File: src/rtl/atomic_insn_decoder_pkg.sv
package atomic_insn_decoder_pkg;
  localparam int          INSN_W     = 32;
  localparam int          OPC_W      = 7;
  localparam int          FUNC_W     = 5;
  localparam int          RIDX_W     = 5;
  localparam int          SIZE_W     = 2;
  localparam logic [OPC_W-1:0] OPC_ATOMIC = 7'b0101111;

  typedef enum logic [1:0] {
    CLS_NONE = 2'd0,
    CLS_LDR  = 2'd1,
    CLS_STC  = 2'd2,
    CLS_RMW  = 2'd3
  } op_class_e;

  typedef enum logic [3:0] {
    RMW_NONE = 4'd0,
    RMW_SWAP = 4'd1,
    RMW_ADD  = 4'd2,
    RMW_XOR  = 4'd3,
    RMW_AND  = 4'd4,
    RMW_OR   = 4'd5,
    RMW_SMIN = 4'd6,
    RMW_SMAX = 4'd7,
    RMW_UMIN = 4'd8,
    RMW_UMAX = 4'd9
  } rmw_op_e;

  typedef struct packed {
    logic [FUNC_W-1:0] func;
    logic              acq;
    logic              rel;
    logic [RIDX_W-1:0] src2;
    logic [RIDX_W-1:0] src1;
    logic              zero_bit;
    logic [SIZE_W-1:0] size;
    logic [RIDX_W-1:0] dst;
    logic [OPC_W-1:0]  opcode;
  } insn_fields_t;
endpackage

File: src/rtl/atomic_field_split.sv
module atomic_field_split
  import atomic_insn_decoder_pkg::*;
(
  input  logic [INSN_W-1:0] word_i,
  output insn_fields_t      fld_o
);
  always_comb begin
    fld_o.opcode   = word_i[6:0];
    fld_o.dst      = word_i[11:7];
    fld_o.size     = word_i[13:12];
    fld_o.zero_bit = word_i[14];
    fld_o.src1     = word_i[19:15];
    fld_o.src2     = word_i[24:20];
    fld_o.rel      = word_i[25];
    fld_o.acq      = word_i[26];
    fld_o.func     = word_i[31:27];
  end
endmodule

File: src/rtl/atomic_func_decode.sv
module atomic_func_decode
  import atomic_insn_decoder_pkg::*;
(
  input  logic [FUNC_W-1:0] func_i,
  output op_class_e         cls_o,
  output rmw_op_e           rmw_o,
  output logic              known_o,
  output logic              src2_zero_o
);
  always_comb begin
    cls_o       = CLS_RMW;
    rmw_o       = RMW_NONE;
    known_o     = 1'b1;
    src2_zero_o = 1'b0;
    unique case (func_i)
      5'b00010: begin cls_o = CLS_LDR; src2_zero_o = 1'b1; end
      5'b00011: cls_o = CLS_STC;
      5'b00001: rmw_o = RMW_SWAP;
      5'b00000: rmw_o = RMW_ADD;
      5'b00100: rmw_o = RMW_XOR;
      5'b01100: rmw_o = RMW_AND;
      5'b01000: rmw_o = RMW_OR;
      5'b10000: rmw_o = RMW_SMIN;
      5'b10100: rmw_o = RMW_SMAX;
      5'b11000: rmw_o = RMW_UMIN;
      5'b11100: rmw_o = RMW_UMAX;
      default: begin
        cls_o   = CLS_NONE;
        known_o = 1'b0;
      end
    endcase
  end
endmodule

File: src/rtl/atomic_size_check.sv
module atomic_size_check
  import atomic_insn_decoder_pkg::*;
#(
  parameter int XLEN = 64
) (
  input  logic [SIZE_W-1:0] size_i,
  output logic              ok_o,
  output logic              dword_o
);
  localparam int XBYTES = XLEN / 8;
  logic wide_ok;

  generate
    if (XBYTES >= 8) begin : g_wide
      assign wide_ok = 1'b1;
    end else begin : g_narrow
      assign wide_ok = 1'b0;
    end
  endgenerate

  always_comb begin
    ok_o    = 1'b0;
    dword_o = 1'b0;
    unique case (size_i)
      2'b10: ok_o = 1'b1;
      2'b11: begin
        ok_o    = wide_ok;
        dword_o = 1'b1;
      end
      default: ok_o = 1'b0;
    endcase
  end
endmodule

File: src/rtl/atomic_insn_decoder.sv
module atomic_insn_decoder
  import atomic_insn_decoder_pkg::*;
#(
  parameter int XLEN = 64
) (
  input  logic [31:0] insn_i,
  output logic        valid_o,
  output logic        illegal_o,
  output logic [1:0]  op_class_o,
  output logic [3:0]  alu_op_o,
  output logic        acquire_o,
  output logic        release_o,
  output logic [4:0]  rd_o,
  output logic [4:0]  rs1_o,
  output logic [4:0]  rs2_o,
  output logic        dword_o
);
  insn_fields_t fld;
  op_class_e    cls;
  rmw_op_e      rmw;
  logic         known, src2_zero, size_ok, is_dword;
  logic         in_group, enc_ok, good;

  atomic_field_split u_split (
    .word_i (insn_i),
    .fld_o  (fld)
  );

  atomic_func_decode u_func (
    .func_i      (fld.func),
    .cls_o       (cls),
    .rmw_o       (rmw),
    .known_o     (known),
    .src2_zero_o (src2_zero)
  );

  atomic_size_check #(.XLEN(XLEN)) u_size (
    .size_i  (fld.size),
    .ok_o    (size_ok),
    .dword_o (is_dword)
  );

  always_comb begin
    in_group = (fld.opcode == OPC_ATOMIC);
    enc_ok   = known && !fld.zero_bit && size_ok &&
               (!src2_zero || (fld.src2 == '0));
    good     = in_group && enc_ok;

    valid_o    = good;
    illegal_o  = in_group && !enc_ok;
    op_class_o = good ? cls : CLS_NONE;
    alu_op_o   = good ? rmw : RMW_NONE;
    acquire_o  = good && fld.acq;
    release_o  = good && fld.rel;
    rd_o       = good ? fld.dst  : '0;
    rs1_o      = good ? fld.src1 : '0;
    rs2_o      = good ? fld.src2 : '0;
    dword_o    = good && is_dword;
  end
endmodule

File: config.mk
export PLATFORM = sky130hd
export DESIGN_NAME = atomic_insn_decoder
export DESIGN_NICKNAME = d
export VERILOG_FILES = /design/src/rtl/atomic_insn_decoder_pkg.sv /design/src/rtl/atomic_field_split.sv /design/src/rtl/atomic_func_decode.sv /design/src/rtl/atomic_size_check.sv /design/src/rtl/atomic_insn_decoder.sv
export SDC_FILE = /design/constraint.sdc
export NUM_CORES = 1
export LEC_CHECK = 0
export ABC_AREA = 1
export ABC_CLOCK_PERIOD_IN_PS = 1250
export BUFFER_PORTS_ARGS = -buffer_cell sky130_fd_sc_hd__buf_2
export CORE_AREA = 2 2 39 41
export DETAILED_ROUTE_END_ITERATION = 7
export DIE_AREA = 0 0 41 43
export PLACE_DENSITY_LB_ADDON = 0.05
export SYNTH_ARGS = -nofsm -noshare
export SYNTH_HDL_FRONTEND = slang
export SYNTH_SLANG_ARGS = --single-unit
File: constraint.sdc
create_clock -name vclk -period 1.25
set_clock_uncertainty 0.1 [all_clocks]
set_input_delay 0.125 -clock vclk [all_inputs]
set_output_delay 0.125 -clock vclk [all_outputs]
set_load 0.01 [all_outputs]
==> results.txt, run 1 <==
relative slew slack -> 88.9%
hold_buf cts -> 0
Ant. Diodes -> 0
Seq cells -> 0
hold worst-path end -> rd_o[0]
post-synthesis average cell area -> 5.40 sq um
fraction of layout instances using a drive strength above 1 -> 69.1%
Logic pwr share -> 100.0%
Core Area -> 0.00138 sq mm
post-synthesis sequential area ratio -> 0%
Die H -> 43 um
grt ovf -> 0
HP Start -> insn_i[7]
Crit Path Class -> in2out
Arr. time, crit path -> 1180 ps
failing checks -> negative setup slack
initial antenna violation count -> 0
site row count -> 14
Starting Density -> 30.8%
PortBufs -> 58
run status -> complete, but fails checks
Clock buffer cells -> 0
drt drc -> 0
Setup crit start kind -> primary input
Yosys cell types -> 15
# setup viols final -> 25
Post-DP HPWL -> 1100 um
crit share post-route -> 113%
sequential share of power -> 0%
DIE AREA -> 0.00176 sq mm
vias per std cell -> 4.27
Final WS setup -> -157 ps
largest net degree at the start of global routing -> 13
commonest non-fill, non-tap cell in the layout -> buf_2
via count -> 718
pwr dens -> 148 mW/mm^2
Crit. End Element -> output pin
Syn Nets -> 111
Internal Power -> 0.0833 mW
post-route antenna net violation count -> 0
IO Count -> 58
Post-Route Utilization -> 78.1%
fmax -> 710 MHz
RSZ-0062 raised after global routing -> true
register area -> 0 sq um
switching pwr -> 0.0764 mW
Layout area overhead -> 153%
worst setup slack after placement -> -159 ps
Crit Path Max Fanout -> 6
WL/cell -> 9.20 um
synthesized area -> 427 sq um
Post-Synthesis Cells -> 79
final hold violation count -> 0
Final Net Count -> 186
Sw Share -> 47.8%
routed wire length -> 1550 um
first-pass GRT wire length -> 2280 um
Max Slew Vio Count -> 0
hold depth -> 4
MaxCap Viol Count -> 0
Leak -> 0.625 nW
Clk pwr share -> 0%
1st-pass router iterations -> 3
Die Wd -> 41 um
Final min period -> 1410 ps
worst slew pin tran -> 166 ps
Final GP Congestion -> 0.725
min-delay worst type -> in2out
commonest non-fill, non-tap cells in the layout -> buf_2, inv_1, buf_6
number of global-route vias before repair -> 615
Worst Path Required -> 1020 ps
DRT iter0 DRCs -> 4
GRT Total Usage -> 17.1%
VDD IR max -> 0.0956 mV
Synth Warn # -> 0
[power by group through the flow]
| stage | clock network (mW) | registers, mW | logic (mW) |
|---|---|---|---|
| after global routing | 0 | 0 | 0.178 |
| final | 0 | 0 | 0.160 |
| after floorplan | 0 | 0 | 0.0509 |
| after CTS | 0 | 0 | 0.147 |
| after detailed placement | 0 | 0 | 0.125 |
| after global placement | 0 | 0 | 0.123 |
[per-stage QoR]
step	power [mW]	instance area [sq um]	TNS [ps]	cells	hold slack, ps
2_1_floorplan	0.0509	427	0	79	198
3_3_place_gp	0.123	795	-2120	160	451
3_5_place_dp	0.125	795	-3030	160	454
4_1_cts	0.147	887	-2000	166	454
5_1_grt	0.178	1080	-4780	168	468
6_report	0.160	1080	-2900	168	455
[synthesized netlist by cell type]
cell type	number	share of area, %
nand2_1	9	7.9
buf_6	2	5.3
inv_2	1	0.88
inv_1	23	20
nand2_2	2	2.9
nand3_4	1	4.1
a21oi_1	2	2.3
nand3_1	5	5.9
nor2_4	2	5.3
nor2_1	8	7.0
nor2_2	19	28
a21oi_4	1	3.8
o21bai_1	1	1.8
nand4_1	2	2.9
a21boi_0	1	1.8
[cell type report]
class | count | area [sq um]
timing repair buffer | 75 | 573
multi-input combinational | 53 | 398
fill | 101 | 303
inverter | 24 | 90.1
tap | 16 | 20.0
[routing by layer]
layer / GRT usage [%] / vias up / share of wire [%]
met2: 34.4 / 30 / 60
met3: 0 / 0 / 6.8
li1: - / 375 / -
met1: 19.3 / 313 / 33
met5: 0 / - / 0
met4: 0 / 0 / 0
[worst max-delay path, stage by stage]
cell     delay (ps)
buf_8           100
nor2_4          140
nand2_4          80
a21oi_4         170
nand3_4         150
buf_4           170
a21oi_2         100
buf_2           140
[repair_timing]
action / in CTS / in global routing
pin swaps: 5 / 10
resized for setup: 11 / 31
gates cloned: 0 / 1
buffers inserted: 6 / 2
endpoints found under the setup margin: 24 / 26
[how the worst max path moves through the flow]
| stage | from | endpoint | slack [ps] | cells past startpoint |
|---|---|---|---|---|
| floorplan | insn_i[6] | rd_o[3] | 150 | 6 |
| global placement | insn_i[30] | dword_o | -110 | 8 |
| detailed placement | insn_i[30] | acquire_o | -160 | 8 |
| CTS | insn_i[30] | rd_o[4] | -110 | 8 |
| global route | insn_i[29] | alu_op_o[1] | -230 | 8 |
| finish | insn_i[29] | alu_op_o[0] | -160 | 8 |
[logic make-up after synthesis]
logic type	count (synthesis)	share of synthesized area (%)
simple gates	48	63.9
compound gates	5	9.68
buf+inv	26	26.4
(Power assumes the default switching activity.)
==> run 2, diff against run 1 <==
Settings changed: ABC_CLOCK_PERIOD_IN_PS 1250 to 1660.
Clock period 1.25 ns to 1.66 ns, I/O delays scaled along.
==> run 2 against run 1 <==
The run now ends clean. Die area is the same. Cell count shrank 8.9%. Largest cell class unchanged. Worst hold slack gained 77 ps. Setup slack gained 350 ps. Wire length shrank 30%. Flip-flop and latch count is the same. Highest routed layer unchanged. Global-route usage shrank 4.2 points. Final area shrank 31%. Critical path depth is the same. Non-clock buffer count shrank 15.
==> results.txt, run 2 (synthesis results as in run 1) <==
run status -> finished, final reports clean (was complete, but fails checks)
met3 wire length -> 114 um (was 105 um)
VDD IR max -> 0.0528 mV (was 0.0956 mV)
Placed Area -> 742 sq um (was 795 sq um)
worst slew pin tran -> 287 ps (was 166 ps)
Clock buffer cells -> 0 (unchanged)
WL/cell -> 7.09 um (was 9.20 um)
fmax -> 681 MHz
number of global-route vias before repair -> 463 (was 615)
routed wire length -> 1090 um (was 1550 um)
largest net degree at the start of global routing -> 15 (was 13)
grt ovf -> 0 (unchanged)
wire length on met2 -> 536 um (was 929 um)
Worst Path Required -> 1390 ps (was 1020 ps)
Leak -> 0.514 nW (was 0.625 nW)
Max Slew Vio Count -> 0 (unchanged)
Post-DP HPWL -> 1010 um (was 1100 um)
GRT Total Usage -> 12.9% (was 17.1%)
Core Area -> 0.00138 sq mm (unchanged)
Finished Cell Area -> 742 sq um (was 0.00108 sq mm)
met1 wire length -> 434 um (was 509 um)
Layout area overhead -> 73.9% (was 153%)
Crit Path Max Fanout -> 7 (was 6)
relative slew slack -> 80.8% (was 88.9%)
Crit Path Class -> in2out (unchanged)
Die H -> 43 um (unchanged)
hold depth -> 4 (unchanged)
commonest non-fill, non-tap cell in the layout -> buf_2 (unchanged)
hold worst-path end -> rd_o[3] (was rd_o[0])
1st-pass router iterations -> 4 (was 3)
first-pass GRT wire length -> 1750 um (was 2280 um)
hold_buf cts -> 0 (unchanged)
# Post-CTS Setup Buffers -> 0 (was 6)
Starting Density -> 30.8% (unchanged)
Final Net Count -> 171 (was 186)
initial antenna violation count -> 0 (unchanged)
Ant. Diodes -> 0 (unchanged)
Setup crit start kind -> primary input (unchanged)
non-filler cells, final -> 153 (was 168)
Final GP Congestion -> 0.738 (was 0.725)
DIE AREA -> 0.00176 sq mm (unchanged)
RSZ-0062 raised after global routing -> false (was true)
Gates resized, CTS repair -> 0 (was 11)
Top Metal Used -> met3 (unchanged)
crit share post-route -> 88.5%
Fillers -> 149 (was 101)
HP Start -> insn_i[10] (was insn_i[7])
placed cell count -> 153 (was 160)
drt drc -> 0 (unchanged)
Worst Setup SP -> insn_i[30] (was insn_i[29])
Arr. time, crit path -> 1200 ps (was 1180 ps)
Crit. End Element -> output pin (unchanged)
IO Count -> 58 (unchanged)
Final WS setup -> 190 ps (was -157 ps)
Seq cells -> 0 (unchanged)
# setup viols final -> 0 (was 25)
pwr dens -> 110 mW/mm^2 (was 148 mW/mm^2)
Final min period -> 1470 ps
post-route antenna net violation count -> 0 (unchanged)
Die Wd -> 41 um (unchanged)
register area -> 0 sq um (unchanged)
via count -> 625 (was 718)
Post-Route Utilization -> 53.6% (was 78.1%)
commonest non-fill, non-tap cells in the layout -> buf_2, inv_1, nor2_2 (was buf_2, inv_1, buf_6)
worst setup slack after placement -> 176 ps (was -159 ps)
PortBufs -> 58 (unchanged)
final hold violation count -> 0 (unchanged)
Final TNS setup -> 0 ps (was -2900 ps)
fraction of layout instances using a drive strength above 1 -> 62.8% (was 69.1%)
DRT iter0 DRCs -> 2 (was 4)
min-delay worst type -> in2out (unchanged)
vias per std cell -> 4.08 (was 4.27)
MaxCap Viol Count -> 0 (unchanged)
site row count -> 14 (unchanged)
[run 2: cell types whose count changed in the layout (fill, tap and decap cells not counted), moves of 2 or more]
cell    before  now
buf_2       41   58
buf_4       12    1
buf_6       18    0
buf_8        2    0
nor2_2       6   19
nor2_4      16    2
[run 2: final cells by class]
class,count,area [sq um],share of cell area [%]
timing repair buffer,60,318,42.8
tap,16,20.0,2.70
multi-input combinational,53,314,42.3
inverter,24,90.1,12.1
[run 2: worst max path at each step]
stage	end	slack, ps
2_1_floorplan	rd_o[3]	470
3_3_place_gp	op_class_o[1]	210
3_5_place_dp	op_class_o[1]	180
4_1_cts	op_class_o[1]	180
5_1_grt	op_class_o[1]	60
6_report	rd_o[0]	190
[run 2: power by group]
group	internal, mW	total, mW	switching, mW
clock network	0	0	0
logic	0.0398	0.0817	0.0419
registers	0	0	0
total	0.0398	0.0817	0.0419
[run 2: worst max-delay path, cell delays in order]
cell,delay (ps)
buf_2,130
nor2_2,140
nand2_2,100
a21oi_4,170
nand3_4,110
buf_4,190
nor2_2,70
buf_2,130
[run 2: stage by stage]
step,total power [mW],hold WS (ps)
3_5_place_dp,0.0827,534
5_1_grt,0.0948,546
3_3_place_gp,0.0816,532
4_1_cts,0.0830,534
2_1_floorplan,0.0384,280
6_report,0.0817,533
[run 2: routing by layer]
layer,vias to the layer above,global-route usage (%)
met5,-,0
met4,0,0
met3,0,0
met2,30,22.5
met1,249,18.0
li1,346,-
==> run 3, diff against run 2 <==
Settings changed: REMOVE_ABC_BUFFERS set to 1.
==> run 3 against run 2 <==
Cell count did not move. Non-clock buffer count did not move. Critical path type unchanged. Count of clock-buffer cells in the layout did not move. First-iteration DRC count fell by 100%. Via count fell by 1.9%. Setup slack got worse by 52 ps.
==> results.txt, run 3 (synthesis results as in run 1) <==
# setup viols final -> 0 (unchanged)
CP most frequent cell -> nor2_2
Layout area overhead -> 73.9% (unchanged)
sequential share of power -> 0% (about the same)
via count -> 613 (was 625)
IO Count -> 58 (unchanged)
non-filler cells, final -> 153 (unchanged)
commonest non-fill, non-tap cells in the layout -> buf_2, inv_1, nor2_2 (unchanged)
maximum single-stage delay on the critical path -> 210 ps (was 190 ps)
Arr. time, crit path -> 1260 ps (was 1200 ps)
Final min period -> 1520 ps (was 1470 ps)
initial antenna violation count -> 0 (unchanged)
drt drc -> 0 (unchanged)
Final Net Count -> 171 (unchanged)
relative slew slack -> 81.6% (was 80.8%)
1st-pass router iterations -> 1 (was 4)
Logic pwr share -> 100.0% (about the same)
worst slew pin tran -> 275 ps (was 287 ps)
VDD IR max -> 0.0519 mV (was 0.0528 mV)
crit share post-route -> 91.6% (was 88.5%)
Seq cells -> 0 (unchanged)
RSZ-0062 raised after global routing -> false (unchanged)
Leak -> 0.514 nW (unchanged)
Setup crit start kind -> primary input (unchanged)
site row count -> 14 (unchanged)
Clock buffer cells -> 0 (unchanged)
fraction of layout instances using a drive strength above 1 -> 62.8% (unchanged)
Post-DP HPWL -> 1020 um (was 1010 um)
Starting Density -> 30.8% (unchanged)
number of global-route vias before repair -> 509 (was 463)
Final TNS setup -> 0 ps (unchanged)
fmax -> 657 MHz (was 681 MHz)
WL/cell -> 7.12 um (was 7.09 um)
Post-Route Utilization -> 53.6% (unchanged)
Die H -> 43 um (unchanged)
final hold violation count -> 0 (unchanged)
DIE AREA -> 0.00176 sq mm (unchanged)
DRT iter0 DRCs -> 0 (was 2)
CP top delay family -> simple AND/OR/NAND/NOR gates (was buffers and inverters)
hold_buf cts -> 0 (unchanged)
WP buf/inv -> 3 (unchanged)
min-delay worst type -> in2out (unchanged)
Fillers -> 163 (was 149)
crit path cell chain -> buf_2 > nor2_2 > nand2_2 > nor2_2 > nand2_2 > nand3_4 > buf_4 > nor2_2 > buf_2 (was buf_2 > nor2_2 > nand2_2 > a21oi_4 > nand3_4 > buf_4 > nor2_2 > buf_2)
slowest CP cell -> buf_4 (unchanged)
post-route antenna net violation count -> 0 (unchanged)
MaxCap Viol Count -> 0 (unchanged)
Placed Area -> 742 sq um (unchanged)
placed cell count -> 153 (unchanged)
Crit Path Class -> in2out (unchanged)
Sw Share -> 51.4% (was 51.3%)
first-pass GRT wire length -> 1800 um (was 1750 um)
Worst Path Required -> 1390 ps (about the same)
Internal Power -> 0.0398 mW (about the same)
register area -> 0 sq um (unchanged)
Gates resized, CTS repair -> 0 (unchanged)
Max Slew Vio Count -> 0 (unchanged)
GRT Total Usage -> 13.3% (was 12.9%)
switching pwr -> 0.0422 mW (was 0.0419 mW)
run status -> finished, final reports clean (unchanged)
Core Area -> 0.00138 sq mm (unchanged)
pwr dens -> 110 mW/mm^2 (about the same)
Crit Path Max Fanout -> 9 (was 7)
Clk pwr share -> 0% (about the same)
# Post-CTS Setup Buffers -> 0 (unchanged)
Final GP Congestion -> 0.673 (was 0.738)
largest net degree at the start of global routing -> 11 (was 15)
grt ovf -> 0 (unchanged)
vias per std cell -> 4.01 (was 4.08)
PortBufs -> 58 (unchanged)
routed wire length -> 1090 um (about the same)
Ant. Diodes -> 0 (unchanged)
commonest non-fill, non-tap cell in the layout -> buf_2 (unchanged)
Crit. End Element -> output pin (unchanged)
Finished Cell Area -> 742 sq um (unchanged)
Die Wd -> 41 um (unchanged)
[run 3: cell counts in the layout (fill, tap and decap cells not counted)]
Identical to the previous run, type by type.
[run 3: through the flow]
step | setup slack [ps] | power (mW) | hold slack (ps)
3_5_place_dp | 124 | 0.0825 | 536
5_1_grt | 13.1 | 0.0942 | 551
3_3_place_gp | 146 | 0.0808 | 534
2_1_floorplan | 252 | 0.0383 | 280
4_1_cts | 120 | 0.0828 | 536
6_report | 139 | 0.0820 | 534
[run 3: area by class of cell]
| class | instances | area [sq um] | share of cell area, % |
|---|---|---|---|
| timing repair buffer | 60 | 318 | 42.8 |
| multi-input combinational | 53 | 314 | 42.3 |
| inverter | 24 | 90.1 | 12.1 |
| tap | 16 | 20.0 | 2.70 |
[run 3: worst paths after layout]
check / from / cells past startpoint / slack (ps) / end
setup / recovery: insn_i[30] / 9 / 140 / rs1_o[0]
hold / removal: insn_i[25] / 4 / 530 / release_o
[run 3: worst min-delay path: stages]
cell and delay, ps:
buf_2 90, inv_1 50, nor2_2 30, buf_2 120
[run 3: power groups by stage]
stage	registers [mW]	clock network, mW	logic [mW]
floorplan	0	0	0.0383
global placement	0	0	0.0808
detailed placement	0	0	0.0825
CTS	0	0	0.0828
global route	0	0	0.0942
finish	0	0	0.0820
[run 3: routing by layer]
metal	GRT usage [%]	wire length, um	vias to the layer above
met3	1.57	112	0
li1	-	-	344
met5	0	0	-
met4	0	0	0
met1	19.3	465	239
met2	21.6	512	30
